$ cat config.mk
export PLATFORM = sky130hd
export DESIGN_NAME = scsi_dma_chan
export DESIGN_NICKNAME = d
export VERILOG_FILES = /design/src/rtl/scsi_dma_pkg.sv /design/src/rtl/sdc_decode.sv /design/src/rtl/sdc_xfer.sv /design/src/rtl/sdc_status.sv /design/src/rtl/scsi_dma_chan.sv
export SDC_FILE = /design/constraint.sdc
export NUM_CORES = 1
export LEC_CHECK = 0
export ABC_AREA = 1
export ABC_CLOCK_PERIOD_IN_PS = 3650
export BUFFER_PORTS_ARGS = -buffer_cell sky130_fd_sc_hd__buf_2
export CAP_MARGIN = 5
export CORE_ASPECT_RATIO = 1.4
export CORE_MARGIN = 3
export CORE_UTILIZATION = 40
export CTS_CLUSTER_SIZE = 30
export DETAILED_ROUTE_END_ITERATION = 10
export GPL_TIMING_DRIVEN = 0
export HOLD_SLACK_MARGIN = 0.02
export PLACE_DENSITY = 0.59
export SLEW_MARGIN = 40
export SYNTH_ARGS = -nofsm -noshare
export SYNTH_HDL_FRONTEND = slang
export SYNTH_SLANG_ARGS = --single-unit
$ cat constraint.sdc
create_clock -name clk -period 3.65 [get_ports clk]
set_clock_uncertainty 0.2 [all_clocks]
set_input_delay 0.73 -clock clk [delete_from_list [all_inputs] [get_ports clk]]
set_output_delay 0.73 -clock clk [all_outputs]
set_load 0.01 [all_outputs]
$ cat src/rtl/scsi_dma_pkg.sv
package scsi_dma_pkg;

    typedef enum logic [2:0] {
        RI_CMD  = 3'd0,
        RI_SCNT = 3'd1,
        RI_SADR = 3'd2,
        RI_SDSC = 3'd3,
        RI_WCNT = 3'd4,
        RI_WADR = 3'd5,
        RI_STAT = 3'd6,
        RI_WDSC = 3'd7
    } reg_idx_e;

    typedef enum logic [1:0] {
        OP_IDLE  = 2'd0,
        OP_BLAST = 2'd1,
        OP_ABORT = 2'd2,
        OP_START = 2'd3
    } dma_op_e;

    localparam int CMD_DIR_BIT  = 7;
    localparam int CMD_DONE_IE  = 6;
    localparam int CMD_SINT_IE  = 5;
    localparam int ST_ERR       = 1;
    localparam int ST_ABT       = 2;
    localparam int ST_DONE      = 3;
    localparam int ST_SINT      = 4;
    localparam int CTRL_RDCLR   = 12;

    localparam logic [7:0] ST_START_CLR = 8'h3F;
    localparam logic [7:0] ST_EVT_MASK  = 8'h0E;

    typedef struct packed {
        logic        wr;
        logic        rd;
        logic        dma_hit;
        logic        ctrl_hit;
        reg_idx_e    idx;
        logic [31:0] lanes;
    } bus_dec_t;

    function automatic logic [31:0] lane_mask(input logic [3:0] be);
        logic [31:0] m;
        for (int i = 0; i < 4; i++) m[8*i +: 8] = {8{be[i]}};
        return m;
    endfunction

    function automatic logic [31:0] merge_lanes(input logic [31:0] cur,
                                                input logic [31:0] wd,
                                                input logic [31:0] m);
        return (cur & ~m) | (wd & m);
    endfunction

endpackage

$ cat src/rtl/sdc_decode.sv
module sdc_decode
    import scsi_dma_pkg::*;
(
    input  logic        bus_wr,
    input  logic        bus_rd,
    input  logic [6:0]  bus_addr,
    input  logic [3:0]  bus_be,
    output bus_dec_t    dec
);
    always_comb begin
        dec.wr       = bus_wr;
        dec.rd       = bus_rd;
        dec.dma_hit  = (bus_addr[6:5] == 2'b10);
        dec.ctrl_hit = (bus_addr[6:2] == 5'b11100);
        dec.idx      = reg_idx_e'(bus_addr[4:2]);
        dec.lanes    = lane_mask(bus_be);
    end
endmodule

$ cat src/rtl/sdc_xfer.sv
module sdc_xfer #(
    parameter int CNT_W  = 24,
    parameter int ADDR_W = 32,
    parameter int LEN_W  = 16
) (
    input  logic              clk,
    input  logic              rst,
    input  logic              load,
    input  logic [CNT_W-1:0]  start_cnt,
    input  logic [ADDR_W-1:0] start_adr,
    input  logic [ADDR_W-1:0] start_dsc,
    input  logic              core_done,
    input  logic              dir_bit,
    input  logic              xfer_req,
    input  logic              xfer_to_mem,
    input  logic [LEN_W-1:0]  xfer_len,
    output logic [CNT_W-1:0]  w_cnt,
    output logic [ADDR_W-1:0] w_adr,
    output logic [ADDR_W-1:0] w_dsc,
    output logic [LEN_W-1:0]  xfer_grant,
    output logic              xfer_ok,
    output logic              xfer_err
);
    localparam logic [ADDR_W-1:0] ADR_RST = '1;
    localparam logic [ADDR_W-1:0] DSC_RST = ~ADDR_W'(2);

    logic [CNT_W-1:0] len_ext;
    logic [CNT_W-1:0] clamp;

    always_comb begin
        len_ext    = CNT_W'(xfer_len);
        clamp      = (len_ext > w_cnt) ? w_cnt : len_ext;
        xfer_ok    = xfer_req && (xfer_to_mem == dir_bit);
        xfer_err   = xfer_req && (xfer_to_mem != dir_bit);
        xfer_grant = xfer_ok ? LEN_W'(clamp) : '0;
    end

    always_ff @(posedge clk) begin
        if (rst) begin
            w_cnt <= '0;
            w_adr <= ADR_RST;
            w_dsc <= DSC_RST;
        end else if (load) begin
            w_cnt <= start_cnt;
            w_adr <= start_adr;
            w_dsc <= start_dsc;
        end else if (core_done) begin
            w_cnt <= '0;
        end else if (xfer_ok) begin
            w_cnt <= w_cnt - clamp;
            w_adr <= w_adr + ADDR_W'(clamp);
        end
    end
endmodule

$ cat src/rtl/sdc_status.sv
module sdc_status
    import scsi_dma_pkg::*;
(
    input  logic       clk,
    input  logic       rst,
    input  logic       clr_start,
    input  logic       wr_hit,
    input  logic [7:0] wr_bits,
    input  logic       rd_hit,
    input  logic       rdclr_mode,
    input  logic       set_err,
    input  logic       set_done,
    input  logic       core_irq,
    output logic [7:0] stat_q,
    output logic [7:0] stat_view
);
    logic [7:0] nxt;

    always_comb begin
        nxt = stat_q;
        if (clr_start) begin
            nxt = nxt & ~ST_START_CLR;
        end else if (rdclr_mode) begin
            if (rd_hit) nxt = nxt & ~ST_EVT_MASK;
        end else if (wr_hit) begin
            nxt = nxt & ~(wr_bits & ST_EVT_MASK);
        end
        if (set_err)  nxt[ST_ERR]  = 1'b1;
        if (set_done) nxt[ST_DONE] = 1'b1;
        nxt[ST_SINT] = 1'b0;
    end

    always_ff @(posedge clk) begin
        if (rst) stat_q <= '0;
        else     stat_q <= nxt;
    end

    always_comb begin
        stat_view          = stat_q;
        stat_view[ST_SINT] = core_irq;
    end
endmodule

$ cat src/rtl/scsi_dma_chan.sv
module scsi_dma_chan
    import scsi_dma_pkg::*;
#(
    parameter int CNT_W  = 24,
    parameter int ADDR_W = 32,
    parameter int LEN_W  = 16
) (
    input  logic             clk,
    input  logic             rst,
    input  logic             bus_wr,
    input  logic             bus_rd,
    input  logic [6:0]       bus_addr,
    input  logic [3:0]       bus_be,
    input  logic [31:0]      bus_wdata,
    output logic [31:0]      bus_rdata,
    input  logic             core_irq,
    input  logic             core_done,
    input  logic             xfer_req,
    input  logic             xfer_to_mem,
    input  logic [LEN_W-1:0] xfer_len,
    output logic [LEN_W-1:0] xfer_grant,
    output logic             xfer_ok,
    output logic             xfer_err,
    output logic             dma_en,
    output logic             req_cancel,
    output logic             irq
);
    bus_dec_t          dec;
    logic [7:0]        cmd_q;
    logic [CNT_W-1:0]  scnt_q;
    logic [ADDR_W-1:0] sadr_q;
    logic [ADDR_W-1:0] sdsc_q;
    logic [31:0]       ctrl_q;
    logic [CNT_W-1:0]  w_cnt;
    logic [ADDR_W-1:0] w_adr;
    logic [ADDR_W-1:0] w_dsc;
    logic [7:0]        stat_q;
    logic [7:0]        stat_view;
    logic              cancel_q;
    logic              dma_en_q;

    logic        wr_dma, rd_dma, wr_ctrl;
    logic [31:0] cur_word, new_word, rd_word;
    dma_op_e     op;
    logic        op_start;

    sdc_decode u_dec (
        .bus_wr(bus_wr), .bus_rd(bus_rd), .bus_addr(bus_addr),
        .bus_be(bus_be), .dec(dec)
    );

    always_comb begin
        wr_dma  = dec.wr && dec.dma_hit;
        rd_dma  = dec.rd && dec.dma_hit;
        wr_ctrl = dec.wr && dec.ctrl_hit;
        case (dec.idx)
            RI_CMD:  cur_word = 32'(cmd_q);
            RI_SCNT: cur_word = 32'(scnt_q);
            RI_SADR: cur_word = 32'(sadr_q);
            RI_SDSC: cur_word = 32'(sdsc_q);
            RI_WCNT: cur_word = 32'(w_cnt);
            RI_WADR: cur_word = 32'(w_adr);
            RI_STAT: cur_word = 32'(stat_view);
            default: cur_word = 32'(w_dsc);
        endcase
        new_word = merge_lanes(wr_ctrl ? ctrl_q : cur_word, bus_wdata, dec.lanes);
        op       = dma_op_e'(new_word[1:0]);
        op_start = wr_dma && (dec.idx == RI_CMD) && (op == OP_START);
    end

    always_ff @(posedge clk) begin
        if (rst) begin
            cmd_q    <= '0;
            scnt_q   <= '0;
            sadr_q   <= '0;
            sdsc_q   <= '0;
            ctrl_q   <= '0;
            dma_en_q <= 1'b0;
            cancel_q <= 1'b0;
        end else begin
            cancel_q <= 1'b0;
            if (wr_ctrl) ctrl_q <= new_word;
            if (wr_dma) begin
                case (dec.idx)
                    RI_CMD: begin
                        cmd_q <= new_word[7:0];
                        case (op)
                            OP_IDLE:  dma_en_q <= 1'b0;
                            OP_ABORT: cancel_q <= 1'b1;
                            OP_START: dma_en_q <= 1'b1;
                            default:  ;
                        endcase
                    end
                    RI_SCNT: scnt_q <= new_word[CNT_W-1:0];
                    RI_SADR: sadr_q <= new_word[ADDR_W-1:0];
                    RI_SDSC: sdsc_q <= new_word[ADDR_W-1:0];
                    default: ;
                endcase
            end
        end
    end

    sdc_xfer #(.CNT_W(CNT_W), .ADDR_W(ADDR_W), .LEN_W(LEN_W)) u_xfer (
        .clk(clk), .rst(rst), .load(op_start),
        .start_cnt(scnt_q), .start_adr(sadr_q), .start_dsc(sdsc_q),
        .core_done(core_done), .dir_bit(cmd_q[CMD_DIR_BIT]),
        .xfer_req(xfer_req), .xfer_to_mem(xfer_to_mem), .xfer_len(xfer_len),
        .w_cnt(w_cnt), .w_adr(w_adr), .w_dsc(w_dsc),
        .xfer_grant(xfer_grant), .xfer_ok(xfer_ok), .xfer_err(xfer_err)
    );

    sdc_status u_stat (
        .clk(clk), .rst(rst), .clr_start(op_start),
        .wr_hit(wr_dma && dec.idx == RI_STAT),
        .wr_bits(bus_wdata[7:0] & dec.lanes[7:0]),
        .rd_hit(rd_dma && dec.idx == RI_STAT),
        .rdclr_mode(ctrl_q[CTRL_RDCLR]),
        .set_err(xfer_err), .set_done(core_done), .core_irq(core_irq),
        .stat_q(stat_q), .stat_view(stat_view)
    );

    always_comb begin
        if (dec.dma_hit)       rd_word = cur_word;
        else if (dec.ctrl_hit) rd_word = ctrl_q;
        else                   rd_word = '0;
        bus_rdata = rd_word & dec.lanes;
    end

    assign dma_en     = dma_en_q;
    assign req_cancel = cancel_q;
    assign irq        = (stat_view[ST_DONE] & cmd_q[CMD_DONE_IE])
                      | (stat_view[ST_SINT] & cmd_q[CMD_SINT_IE]);
endmodule

Word level (Yosys, flattened, before mapping)
Cells that the tools add are included.
Widths: inputs -> output; s select.
{ "classes": {"bitwise_logic": 15, "n_mux": 20, "addsub": 2, "eq_ne": 16, "magnitude_cmp": 1, "n_reduce_logical": 30} }
{ "ops": {"columns": ["cell", "count"], "rows": [
  ["$pmux 32 s7", 1],
  ["$mux 32", 6],
  ["$and 32x32->32", 3],
  ["$mux 24", 4],
  ["$add 32x24->32", 1],
  ["$not 32->32", 1],
  ["$or 32x32->32", 1],
  ["$gt 16x24->1", 1],
  ["$sub 24x24->24", 1],
  ["$reduce_and 2->1", 9],
  ["$mux 16", 1],
  ["$mux 8", 2],
  ["$eq 3x3->1 const B", 3],
  ["$logic_and 1x1->1", 9],
  ["$and 8x8->8", 1],
  ["$mux 4", 2],
  ["$ne 4x2->1 const B", 2],
  ["$not 4->8", 1],
  ["$reduce_bool 4->1", 2],
  ["$eq 2x2->1 const B", 3],
  ["$eq 3x2->1 const B", 2],
  ["$reduce_and 3->1", 2],
  ["$reduce_bool 2->1", 3],
  ["$eq 5x5->1 const B", 1],
  ["15 further kinds", 22]
]} }
{ "word_totals": {"inputBits": 67, "reg_bits": 225, "output_inout_bits": 53, "word_cells": 99} }

Logic depth before layout (Yosys ltp)
Gate-level depths: netlist (run 1).
{ "depth": {"ltp_word": 9, "depth_mapped": 27, "depth_no_buf": 26} }

Cells and area by module
Synthesis (run 1) repeated with hierarchy kept, for this count alone.
{ "hier_totals": {"cells_unflattened": 2877, "area_unflattened_um2": 16837.4} }
{ "modules_own_cells": {"columns": ["module", "area_each_um2", "seq_area_each_um2", "instances", "cells_each"], "rows": [
  ["scsi_dma_chan", 8219.1, 2602.5, 1, 1415],
  ["sdc_xfer", 8040.2, 1761.7, 1, 1382],
  ["sdc_decode", 305.3, 0.0, 1, 44],
  ["sdc_status", 272.8, 80.1, 1, 36]
]} }

Worst setup path after synthesis (run 1)
OpenSTA, ideal clock, no wires.
{ "synth_timing": {"path_type": "input to register", "start": "input xfer_len[7]", "end": "register u_xfer.w_adr[18]", "path_stages": 19, "path_buffers": 1, "setup_slack_ns": -0.138, "arrival_ns": 3.473, "setup_time_ns": 0.115, "required_ns": 3.335, "path_cell_list": "ha_1 -> nand2_1 -> nor4_1 -> nand4_2 -> clkbuf_1 -> nand3_1 -> nand2_1 -> inv_1 -> ha_1 -> inv_1 -> fa_1 -> nor3_1 -> o21bai_1 -> nand2_1 -> nand2_1 -> nand2_1 -> nand2_1 -> nand3_1 -> nand2_1"} }
{ "synth_via": {"elab_chain_len": 6} }
{ "synth_lines": {"columns": ["element", "line", "text"], "rows": [
  ["start: declaration", "scsi_dma_chan.sv:20", "input logic [LEN_W-1:0] xfer_len,"],
  ["$gt 16x24->1", "sdc_xfer.sv:32", "clamp = (len_ext > w_cnt) ? w_cnt : len_ext;"],
  ["$mux 24 *", "sdc_xfer.sv:32", null],
  ["$add 32x24->32 *", "sdc_xfer.sv:51", "w_adr <= w_adr + ADDR_W'(clamp);"],
  ["$mux 32 *", "sdc_xfer.sv:49", "end else if (xfer_ok) begin"],
  ["$mux 32 *", "sdc_xfer.sv:47", "end else if (core_done) begin"],
  ["$mux 32 *", "sdc_xfer.sv:43", "end else if (load) begin"],
  ["end signal: assignment", "sdc_xfer.sv:45", "w_adr <= start_adr;"],
  ["end signal: assignment", "sdc_xfer.sv:51", null],
  ["end: declaration", "sdc_xfer.sv:18", "output logic [ADDR_W-1:0] w_adr,"]
]} }
Every way passes the cells marked *; elsewhere a longest branch is shown, timed or not. The select of a mux whose other input is x is not followed.
A chain may end at the register's enable or synchronous reset.

Worst setup path after layout (run 1)
{ "layout_timing": {"start": "register u_xfer.w_cnt[1]", "end": "register u_xfer.w_adr[13]"} }
{ "layout_via": {"elab_chain_len": 8, "elab_cells_between_ends": 15, "classes_between": "1 x add/sub; 1 x order compare; 2 x eq/ne; 6 x mux; 2 x bitwise; 3 x reduce/logical"} }
{ "layout_lines": {"columns": ["element", "line", "text"], "rows": [
  ["start: declaration", "sdc_xfer.sv:17", "output logic [CNT_W-1:0] w_cnt,"],
  ["start signal: assignment", "sdc_xfer.sv:44", "w_cnt <= start_cnt;"],
  ["start signal: assignment", "sdc_xfer.sv:50", "w_cnt <= w_cnt - clamp;"],
  ["parallel branches: the longest is 8 deep, another holds $add 32x24->32", null, null]
]} }
Parallel ways; which one is timed is not known. The select of a mux whose other input is x is not followed.

==> results.yml, run 1 <==
cells_and_area:
  final_cell_area_um2: 19400
  area_delta_synth_final_pct: 21.4
  nets: 3038
  utilization_pct: 49.3
  drive_gt1_share_pct: 17.3
  diodes: 0
  fin_cells: 3456
  nFillCells: 4229
die:
  fp-row-count: 86
  die_area_um2: 42400
  fp.dieH_um: 243
  start_util_pct: 40.6
  ioPinCount: 120
  core_region_area_um2: 39400
  die_x_um: 175
setup_path:
  cp_slowest_cell: "dfxtp_4"
  required_ns: 3.84
  crit_cells: 19
  crit_arrival_ns: 3.74
  path_class: "flip-flop to flip-flop"
  path_max_fanout: 5
  critical-path-max-stage-delay_ns: 0.37
  path_delay_family: "simple AND/OR/NAND/NOR gates"
  cp-end-kind: "flip-flop"
  crit_chain: "inv_4 > ha_4 > nand2_2 > nor4_4 > nand4_4 > buf_4 > buf_6 > nand3_1 > nand2_2 > inv_2 > ha_4 > or2_4 > nand3_1 > nand2_2 > nand2_1 > nand2_2 > or2_2 > nand3_2 > nand4_1"
  start_kind: "flip-flop"
  rr_worst_depth: 19
  cpMostUsedCell: "nand2_2"
  critPathBufInv: 4
sta:
  slew-limit-headroom_pct: 41.9
  holdWs_ns: 0.233
  fmax_mhz: 281
  finalSetupViolCount: 0
  worst_pin_slew_ns: 0.871
  rsz0062_at_grt: "true"
  hold_viol_final: 0
  fin_crit_sh_pct: 97.4
  final.min_clock_period_ns: 3.55
  fin_ws_ns: 0.0953
  slew_violations: 0
  fin_tns_setup_ns: 0
pwr:
  peakVddDrop_v: 0.000323
  finalPower_mw: 7.88
  p_per_area_nw_per_um2: 406
  p_leak_nw: 9.50
global_routing:
  track_usage_pct: 29.3
  grt_overflow: 0
  grt_max_degree: 16
  grt_pass1_wl_um: 97700
  grt_antenna_before_repair: 0
  grt_pass1_vias: 17209
route:
  drc_errors: 0
  antenna_left: 0
  firstDrtPassIters: 6
  drt_iter0_drc: 1473
  wl_per_cell_um: 18.8
  vias: 18304
  wl_um: 65100
  via_per_inst: 5.30
cts:
  cts-buffers-inserted: 23
  clock-sinks: 222
  cts_tree: "built"
  cts.clk_slew.worst_paths_ns: 0.07
  h-tree-depth: 1
  clk_path_buf_depth: 3
  insertion_delay_ns: 0.53
  clock-root-buffer: "clkbuf_16"
synthesis:
  syn_inst: 2731
  async_flop_share_pct: 0
  synth.distinct_cells: 43
  syn_area_um2: 16000
  ys.warnings.count: 0
  synth-edff-count: 0
  syn_avg_cell_area_um2: 5.85
  ys_seq_area_share_pct: 27.8
  synth_seq_cells: 222
  synthFlopType: "dfxtp_1"
hold_path:
  worstHoldPathType: "flip-flop to flip-flop"
  whs_path_depth: 2
place:
  dpl.cell_count: 3376
  post-place-ws_ns: -1.24
  place.gp.congestion: 0.986
  detailed_place_hpwl_um: 52100
  placed_area_um2: 17200
  portBuffers: 110
flow_run:
  maxCapViolations: 0
status:
  status: "complete, no violations"
[cell type report]
type,instances,area [µm²],share of cell area (%)
inverters,485,1840,9.50
plain buffers,121,587,3.03
clock inverters,15,175,0.903
multi-input cells,1910,10200,52.5
repair buffers,148,863,4.45
flip-flops and latches,222,4490,23.1
clock buffers,27,601,3.10
well taps,528,661,3.41
[worst register-to-register path, cell delays in order (launching register included)]
cell     delay (ns)
dfxtp_4        0.37
inv_4          0.06
ha_4           0.28
nand2_2        0.06
nor4_4         0.33
nand4_4        0.20
buf_4          0.19
buf_6          0.12
nand3_1        0.08
nand2_2        0.10
inv_2          0.10
ha_4           0.23
or2_4          0.26
nand3_1        0.10
nand2_2        0.10
nand2_1        0.09
nand2_2        0.10
or2_2          0.30
nand3_2        0.08
nand4_1        0.07
[routing by layer]
layer	GRT usage, %	share of wire (%)	vias to the layer above	wire (µm)
met5	0	0	-	0
met4	13.6	5.3	0	3430
met3	2.67	5.9	170	3870
met2	51.7	48	708	31500
met1	35.7	40	8401	26300
li1	-	-	9025	-
[power breakdown]
part / total [mW] / leakage (nW) / switching [mW] / internal [mW]
combinational: 2.78 / 7.32 / 1.80 / 0.983
sequential: 2.60 / 1.81 / 0.0992 / 2.50
clock: 2.50 / 0.370 / 1.10 / 1.41
[logic make-up after synthesis]
| group | synth area share (%) |
|---|---|
| simple gates | 35.3 |
| buf+inv | 14.7 |
| compound gates | 16.5 |
| flops | 27.8 |
| fa+ha+maj | 4.79 |
| xor+xnor | 0.767 |
| other cells | 0.0235 |
[cells in the final DEF (no fill, tap or decap), types with 41 or more instances in the layout]
master | netlist | final
nor2_1 | 215 | 189
nand3_1 | 234 | 211
a21oi_1 | 277 | 266
clkbuf_1 | 70 | 62
o21ai_0 | 150 | 146
nand2_1 | 754 | 694
nand2_2 | 14 | 59
nand4_1 | 41 | 41
buf_2 | 33 | 136
dfxtp_1 | 222 | 206
inv_1 | 471 | 444
buf_4 | 7 | 42
[registers in the layout, indices dropped and copies added, names as in the netlist]
| signal | cells |
|---|---|
| cmd_q | 8 |
| u_xfer.w_adr | 32 |
| ctrl_q | 32 |
| u_xfer.w_cnt | 24 |
| req_cancel | 1 |
| u_stat.stat_q | 4 |
| dma_en | 1 |
| scnt_q | 24 |
| sdsc_q | 32 |
| sadr_q | 32 |
| u_xfer.w_dsc | 32 |
[path summary, 6_finish.rpt]
kind / startpoint / end / slack (ns)
hold reg to reg: u_stat.stat_q[0] / u_stat.stat_q[0] / 0.23
setup / recovery: u_xfer.w_cnt[1] / u_xfer.w_adr[13] / 0.1
setup reg to reg: u_xfer.w_cnt[1] / u_xfer.w_adr[13] / 0.1
hold / removal: u_stat.stat_q[0] / u_stat.stat_q[0] / 0.23
[synthesized netlist by cell type (9+ instances only)]
cell type  instances  area share (%)
buf_1              9            0.21
o211ai_1          34             1.6
a31oi_1            9            0.35
nand4_1           41             1.6
inv_1            471              11
clkbuf_1          70             1.6
o21ai_0          150             4.7
nand2_2           14            0.55
a21oi_1          277             8.7
buf_2             33             1.0
xnor2_1            9            0.49
dfxtp_1          222              28
nand2_1          754              18
nor3_1            13            0.41
or2_2             27             1.1
nor2_1           215             5.0
inv_2             10            0.23
ha_1              58             4.5
nand3b_1          18            0.85
nand3_1          234             7.3
[what timing repair did]
item,CTS,global route
pin swaps,13,42
hold buffers,0,0
setup endpoints to repair,108,112
resized for setup,119,176
setup buffers,12,25
gates cloned,2,0
Note: power is estimated with default switching activity, not from simulation.
==> inputs of run 2 (changes only) <==
--- a/config.mk
+++ b/config.mk
@@ -11,12 +11,13 @@
 export CAP_MARGIN = 5
 export CORE_ASPECT_RATIO = 1.4
 export CORE_MARGIN = 3
-export CORE_UTILIZATION = 40
+export CORE_UTILIZATION = 55
 export CTS_CLUSTER_SIZE = 30
 export DETAILED_ROUTE_END_ITERATION = 10
 export GPL_TIMING_DRIVEN = 0
 export HOLD_SLACK_MARGIN = 0.02
-export PLACE_DENSITY = 0.59
+export PLACE_DENSITY = 0.77
+export SKIP_LAST_GASP = 1
 export SLEW_MARGIN = 40
 export SYNTH_ARGS = -nofsm -noshare
 export SYNTH_HDL_FRONTEND = slang
==> run 2 against run 1 <==
Compared with the run above:
- die area shrank 27%
- sequential share of layout area grew 0.44 points
- core utilization grew 17 points
- combinational power shrank 2%
- routed wire length shrank 2.7%
- critical path depth shrank 4
- flip-flop and latch count is the same
- non-clock buffer count shrank 3
- cell count shrank 4.6%
- via count grew 2.0%
- cell area shrank 2.2%
- clock power shrank 3%
==> results.yml, run 2 (synthesis gave the netlist of run 1 again) <==
global_routing:
  grt_max_degree: 15
  grt_antenna_before_repair: 0
  grt_overflow: 0
  grt_pass1_vias: 17031
  grt_pass1_wl_um: 93100
  track_usage_pct: 38.1
pwr:
  peakVddDrop_v: 0.000359
  p_leak_nw: 9.48
  p_per_area_nw_per_um2: 409
  finalPower_mw: 7.76
sta:
  fmax_mhz: 274
  worst_pin_slew_ns: 0.831
  hold_viol_final: 0
  fin_crit_sh_pct: 99.8
  slew_violations: 0
  finalSetupViolCount: 0
  final.min_clock_period_ns: 3.64
  rsz0062_at_grt: "true"
  slew-limit-headroom_pct: 44.6
setup_path:
  cp-end-kind: "output port"
  path_class: "flip-flop to output port"
  required_ns: 2.72
  path_max_fanout: 6
  start_kind: "flip-flop"
  crit_arrival_ns: 2.71
die:
  start_util_pct: 56.1
  fp-row-count: 73
  ioPinCount: 120
  core_region_area_um2: 28500
  fp.dieH_um: 208
  die_x_um: 150
  die_area_um2: 31200
route:
  wl_um: 63300
  vias: 18668
  firstDrtPassIters: 6
  drc_errors: 0
  wl_per_cell_um: 19.2
  drt_iter0_drc: 1825
  via_per_inst: 5.66
  antenna_left: 0
cts:
  clock-root-buffer: "clkbuf_16"
  cts-buffers-inserted: 22
  insertion_delay_ns: 0.52
  cts_tree: "built"
  h-tree-depth: 1
  clock-sinks: 222
  cts-hold-fix-buffers: 0
  clk_path_buf_depth: 3
  cts.clk_slew.worst_paths_ns: 0.06
flow_run:
  maxCapViolations: 0
cells_and_area:
  drive_gt1_share_pct: 16.0
  diodes: 0
  nets: 3034
  area_delta_synth_final_pct: 18.7
  final_cell_area_um2: 19000
  final_common_cell: "nand2_1"
  mostFrequentLayoutCells: "nand2_1, inv_1, a21oi_1, nand3_1, dfxtp_1"
place:
  placed_area_um2: 17100
  portBuffers: 110
  place.gp.congestion: 1.02
  detailed_place_hpwl_um: 49500
hold_path:
  worstHoldPathType: "flip-flop to flip-flop"
status:
  status: "complete, no violations"
-- run 2: cell types whose count changed in the layout (fill, tap and decap cells not counted), moves of 5 or more --
cell        delta
nor2_1        +11
dfxtp_4        -5
ha_4           -5
ha_1           +6
nor2_2        -10
clkinvlp_4     -5
clkbuf_1       +5
-- run 2: area by class of cell --
class                      instances  area [µm²]
buffer                           121         573
multi-input combinational       1910       10000
tap                              375         469
sequential                       222        4470
inverter                         485        1830
timing repair buffer             145         842
clock inverter                     7         110
clock buffer                      31         636
fill                            2788        9520
-- run 2: critical path: stages, from the launching register on --
cell     delay [ns]
dfxtp_2        0.36
inv_1          0.11
ha_1           0.31
a21oi_1        0.08
o21ai_1        0.13
nand2_1        0.07
nand2_1        0.09
nand2_1        0.10
nand2_4        0.14
nand2_4        0.10
buf_4          0.15
nand2_1        0.10
nand2_4        0.08
buf_4          0.13
nor2_1         0.09
buf_2          0.15
-- run 2: metrics by stage --
| step | worst slack, ns | utilization, % | std cells | hold WS (ns) | setup TNS [ns] |
|---|---|---|---|---|---|
| after floorplan | 0.0184 | - | 2738 | 0.209 | 0 |
| after global placement | -0.954 | 59.8 | 3223 | 0.231 | -59.74 |
| after detailed placement | -0.963 | 59.8 | 3223 | 0.240 | -61.60 |
| after CTS | -0.0313 | 63.6 | 3269 | 0.250 | -0.0842 |
| after global routing | -0.0955 | 66.6 | 3296 | 0.279 | -1.45 |
| final | 0.00567 | 66.6 | 3296 | 0.248 | 0 |
-- run 2: worst paths after layout --
kind	start	endpoint	slack (ns)	depth (start not counted)
min	u_stat.stat_q[0]	u_stat.stat_q[0]	0.25	2
min reg2reg	u_stat.stat_q[0]	u_stat.stat_q[0]	0.25	2
max reg2reg	u_xfer.w_cnt[1]	u_xfer.w_cnt[8]	0.03	20
max	u_xfer.w_cnt[9]	xfer_grant[1]	0.006	15
-- run 2: power by group --
group          switching, mW  total, mW  internal (mW)
Combinational           1.78       2.73          0.948
Sequential            0.0998       2.60           2.50
Clock                   1.00       2.42           1.42
-- run 2: repair_timing --
item	in CTS	in global routing
buffers inserted	8	25
endpoints found under the setup margin	101	98
pin swaps	9	37
resized for setup	83	160
endpoints found under the hold margin	0	0
gates cloned	0	2
-- run 2: metal layers --
layer | up-vias | share of wire [%] | global-route usage (%)
li1 | 8990 | - | -
met5 | - | 0 | 0
met3 | 225 | 8.2 | 4.32
met4 | 0 | 7.1 | 22.5
met1 | 8518 | 39 | 48.1
met2 | 935 | 46 | 62.2
==> inputs of run 3 (changes only) <==
==> constraint.sdc (replaced) <==
create_clock -name clk -period 3.65 [get_ports clk]
set_clock_uncertainty 0.2 [all_clocks]
set_input_delay 1.095 -clock clk [delete_from_list [all_inputs] [get_ports clk]]
set_output_delay 1.095 -clock clk [all_outputs]
set_load 0.01 [all_outputs]
==> run 3 against run 2 <==
Compared with the run above:
- the run now ends with negative setup slack left
- sequential power about the same
- flip-flop and latch count unchanged
- worst setup slack worse by 0.55 ns
- register-to-register slack worse by 0.50 ns
- routed wire length up 13%
- hold slack better by 0.012 ns
- die area unchanged
- critical path depth down 1
- non-clock buffer count up 97
- clock power up 8.7%
- critical path type is now primary input to output port
- critical endpoint is now xfer_grant[9]
- largest cell class unchanged
- largest power group unchanged
- highest routed layer unchanged
==> results.yml, run 3 (synthesis gave the netlist of run 1 again) <==
status:
  status: "finished, violations left"
  violations: "negative setup slack"
cells_and_area:
  area_delta_synth_final_pct: 38.5
  multi_input_area_um2: 11600
  diodes: 0
  final_common_cell: "nand2_1"
  nFillCells: 2159
  nets: 3133
  mostFrequentLayoutCells: "nand2_1, inv_1, a21oi_1, dfxtp_1, nand3_1"
  drive_gt1_share_pct: 28.2
  final-seq-area_um2: 4450
  utilization_pct: 77.6
route:
  wl_per_cell_um: 21.1
  drc_errors: 0
  firstDrtPassIters: 8
  wl_um: 71800
  drt_iter0_drc: 2089
  antenna_left: 0
  vias: 20161
  via_per_inst: 5.93
place:
  portBuffers: 110
  post-place-ws_ns: -1.45
  detailed_place_hpwl_um: 50200
  place.gp.congestion: 1.03
global_routing:
  grt_overflow: 0
  track_usage_pct: 42.4
  grt_pass1_vias: 18530
  grt_pass1_wl_um: 103000
  grt_max_degree: 17
  grt_antenna_before_repair: 0
setup_path:
  path_class: "primary input to output port"
  start_kind: "primary input"
  path_max_fanout: 8
  required_ns: 2.35
  cp-end-kind: "output port"
  crit_arrival_ns: 2.90
sta:
  worst_pin_slew_ns: 0.907
  finalSetupViolCount: 98
  slew_violations: 0
  fmax_mhz: 238
  hold_viol_final: 0
  final.min_clock_period_ns: 4.19
  holdWs_ns: 0.260
  rsz0062_at_grt: "true"
  slew-limit-headroom_pct: 38.9
  fin_crit_sh_pct: 115
  fin_ws_ns: -0.543
pwr:
  peakVddDrop_v: 0.000426
  p_per_area_nw_per_um2: 397
  p_leak_nw: 10.7
cts:
  insertion_delay_ns: 0.53
  h-tree-depth: 1
  cts-buffers-inserted: 22
  cts_tree: "built"
  clock-root-buffer: "clkbuf_16"
  clock-sinks: 222
  clk_path_buf_depth: 3
  cts.clk_slew.worst_paths_ns: 0.06
  cts-hold-fix-buffers: 0
die:
  die_area_um2: 31200
  fp.dieH_um: 208
  fp-row-count: 73
  start_util_pct: 56.1
  ioPinCount: 120
  die_x_um: 150
  core_region_area_um2: 28500
flow_run:
  maxCapViolations: 0
hold_path:
  worstHoldPathType: "flip-flop to flip-flop"
==> run 3: changes by cell type in the layout (fill, tap and decap cells not counted), moves of 29 or more <==
| cell | change |
|---|---|
| a21oi_1 | -31 |
| buf_2 | -30 |
| buf_4 | +64 |
| buf_6 | +38 |
| nand2_1 | -84 |
| nand2_2 | +51 |
| nand2_4 | +29 |
| nand3_1 | -39 |
| nand3_2 | +31 |
| nor2_1 | -54 |
| nor2_2 | +39 |
| o21ai_0 | -55 |
==> run 3: final timing paths <==
kind	endpoint	slack [ns]	from	depth (start not counted)
hold reg to reg	u_stat.stat_q[2]	0.26	u_stat.stat_q[2]	2
setup reg to reg	u_xfer.w_adr[6]	-0.47	u_xfer.w_cnt[3]	24
hold / removal	u_stat.stat_q[2]	0.26	u_stat.stat_q[2]	2
setup / recovery	xfer_grant[9]	-0.54	xfer_len[3]	14
==> run 3: worst max-delay path: stages <==
cell     delay [ns]
buf_2          0.11
ha_1           0.31
nand2_2        0.10
o21ai_2        0.15
nand2_1        0.08
nand2_2        0.14
nand2_2        0.11
nand2_4        0.17
nand2_8        0.10
buf_8          0.16
nand2_4        0.07
nand2_4        0.09
nor2_2         0.08
buf_2          0.14
==> run 3: stage by stage <==
step	instance area [µm²]	instances	total power, mW	setup TNS [ns]
finish	22100	3397	8.77	-26.10
global route	22100	3397	9.07	-35.74
CTS	20900	3354	8.17	-12.94
detailed placement	17600	3223	5.04	-130.48
global placement	17600	3223	5.00	-129.07
floorplan	16600	2738	4.34	-4.68
==> run 3: metal layers <==
| metal | wire length, µm | up-vias | track usage, % | share of wire, % |
|---|---|---|---|---|
| met3 | 6830 | 396 | 6.40 | 9.5 |
| li1 | - | 9193 | - | - |
| met2 | 32000 | 1331 | 67.1 | 45 |
| met5 | 0 | - | 0 | 0 |
| met4 | 7290 | 0 | 34.5 | 10 |
| met1 | 25700 | 9241 | 50.3 | 36 |
==> run 3: where the power goes <==
group          internal [mW]  switching, mW
clock                   1.55           1.08
combinational           1.37           2.16
sequential              2.50          0.117
==> run 3: repair_timing <==
item	4_1_cts	5_1_grt
resized for setup	437	282
cloned	13	1
buffers inserted	79	45
pin swaps	122	142
setup endpoints to repair	140	140
endpoints found under the hold margin	0	0
==> run 3: cell type report <==
cell class / instances / share of cell area, %
Clock inverter: 14 / 0.950
Sequential cell: 222 / 20.1
Multi-Input combinational cell: 1911 / 52.2
Inverter: 485 / 8.59
Timing Repair inverter: 1 / 0.0396
Tap cell: 375 / 2.12
Buffer: 120 / 4.36
Clock buffer: 26 / 2.74
Timing Repair Buffer: 243 / 8.88
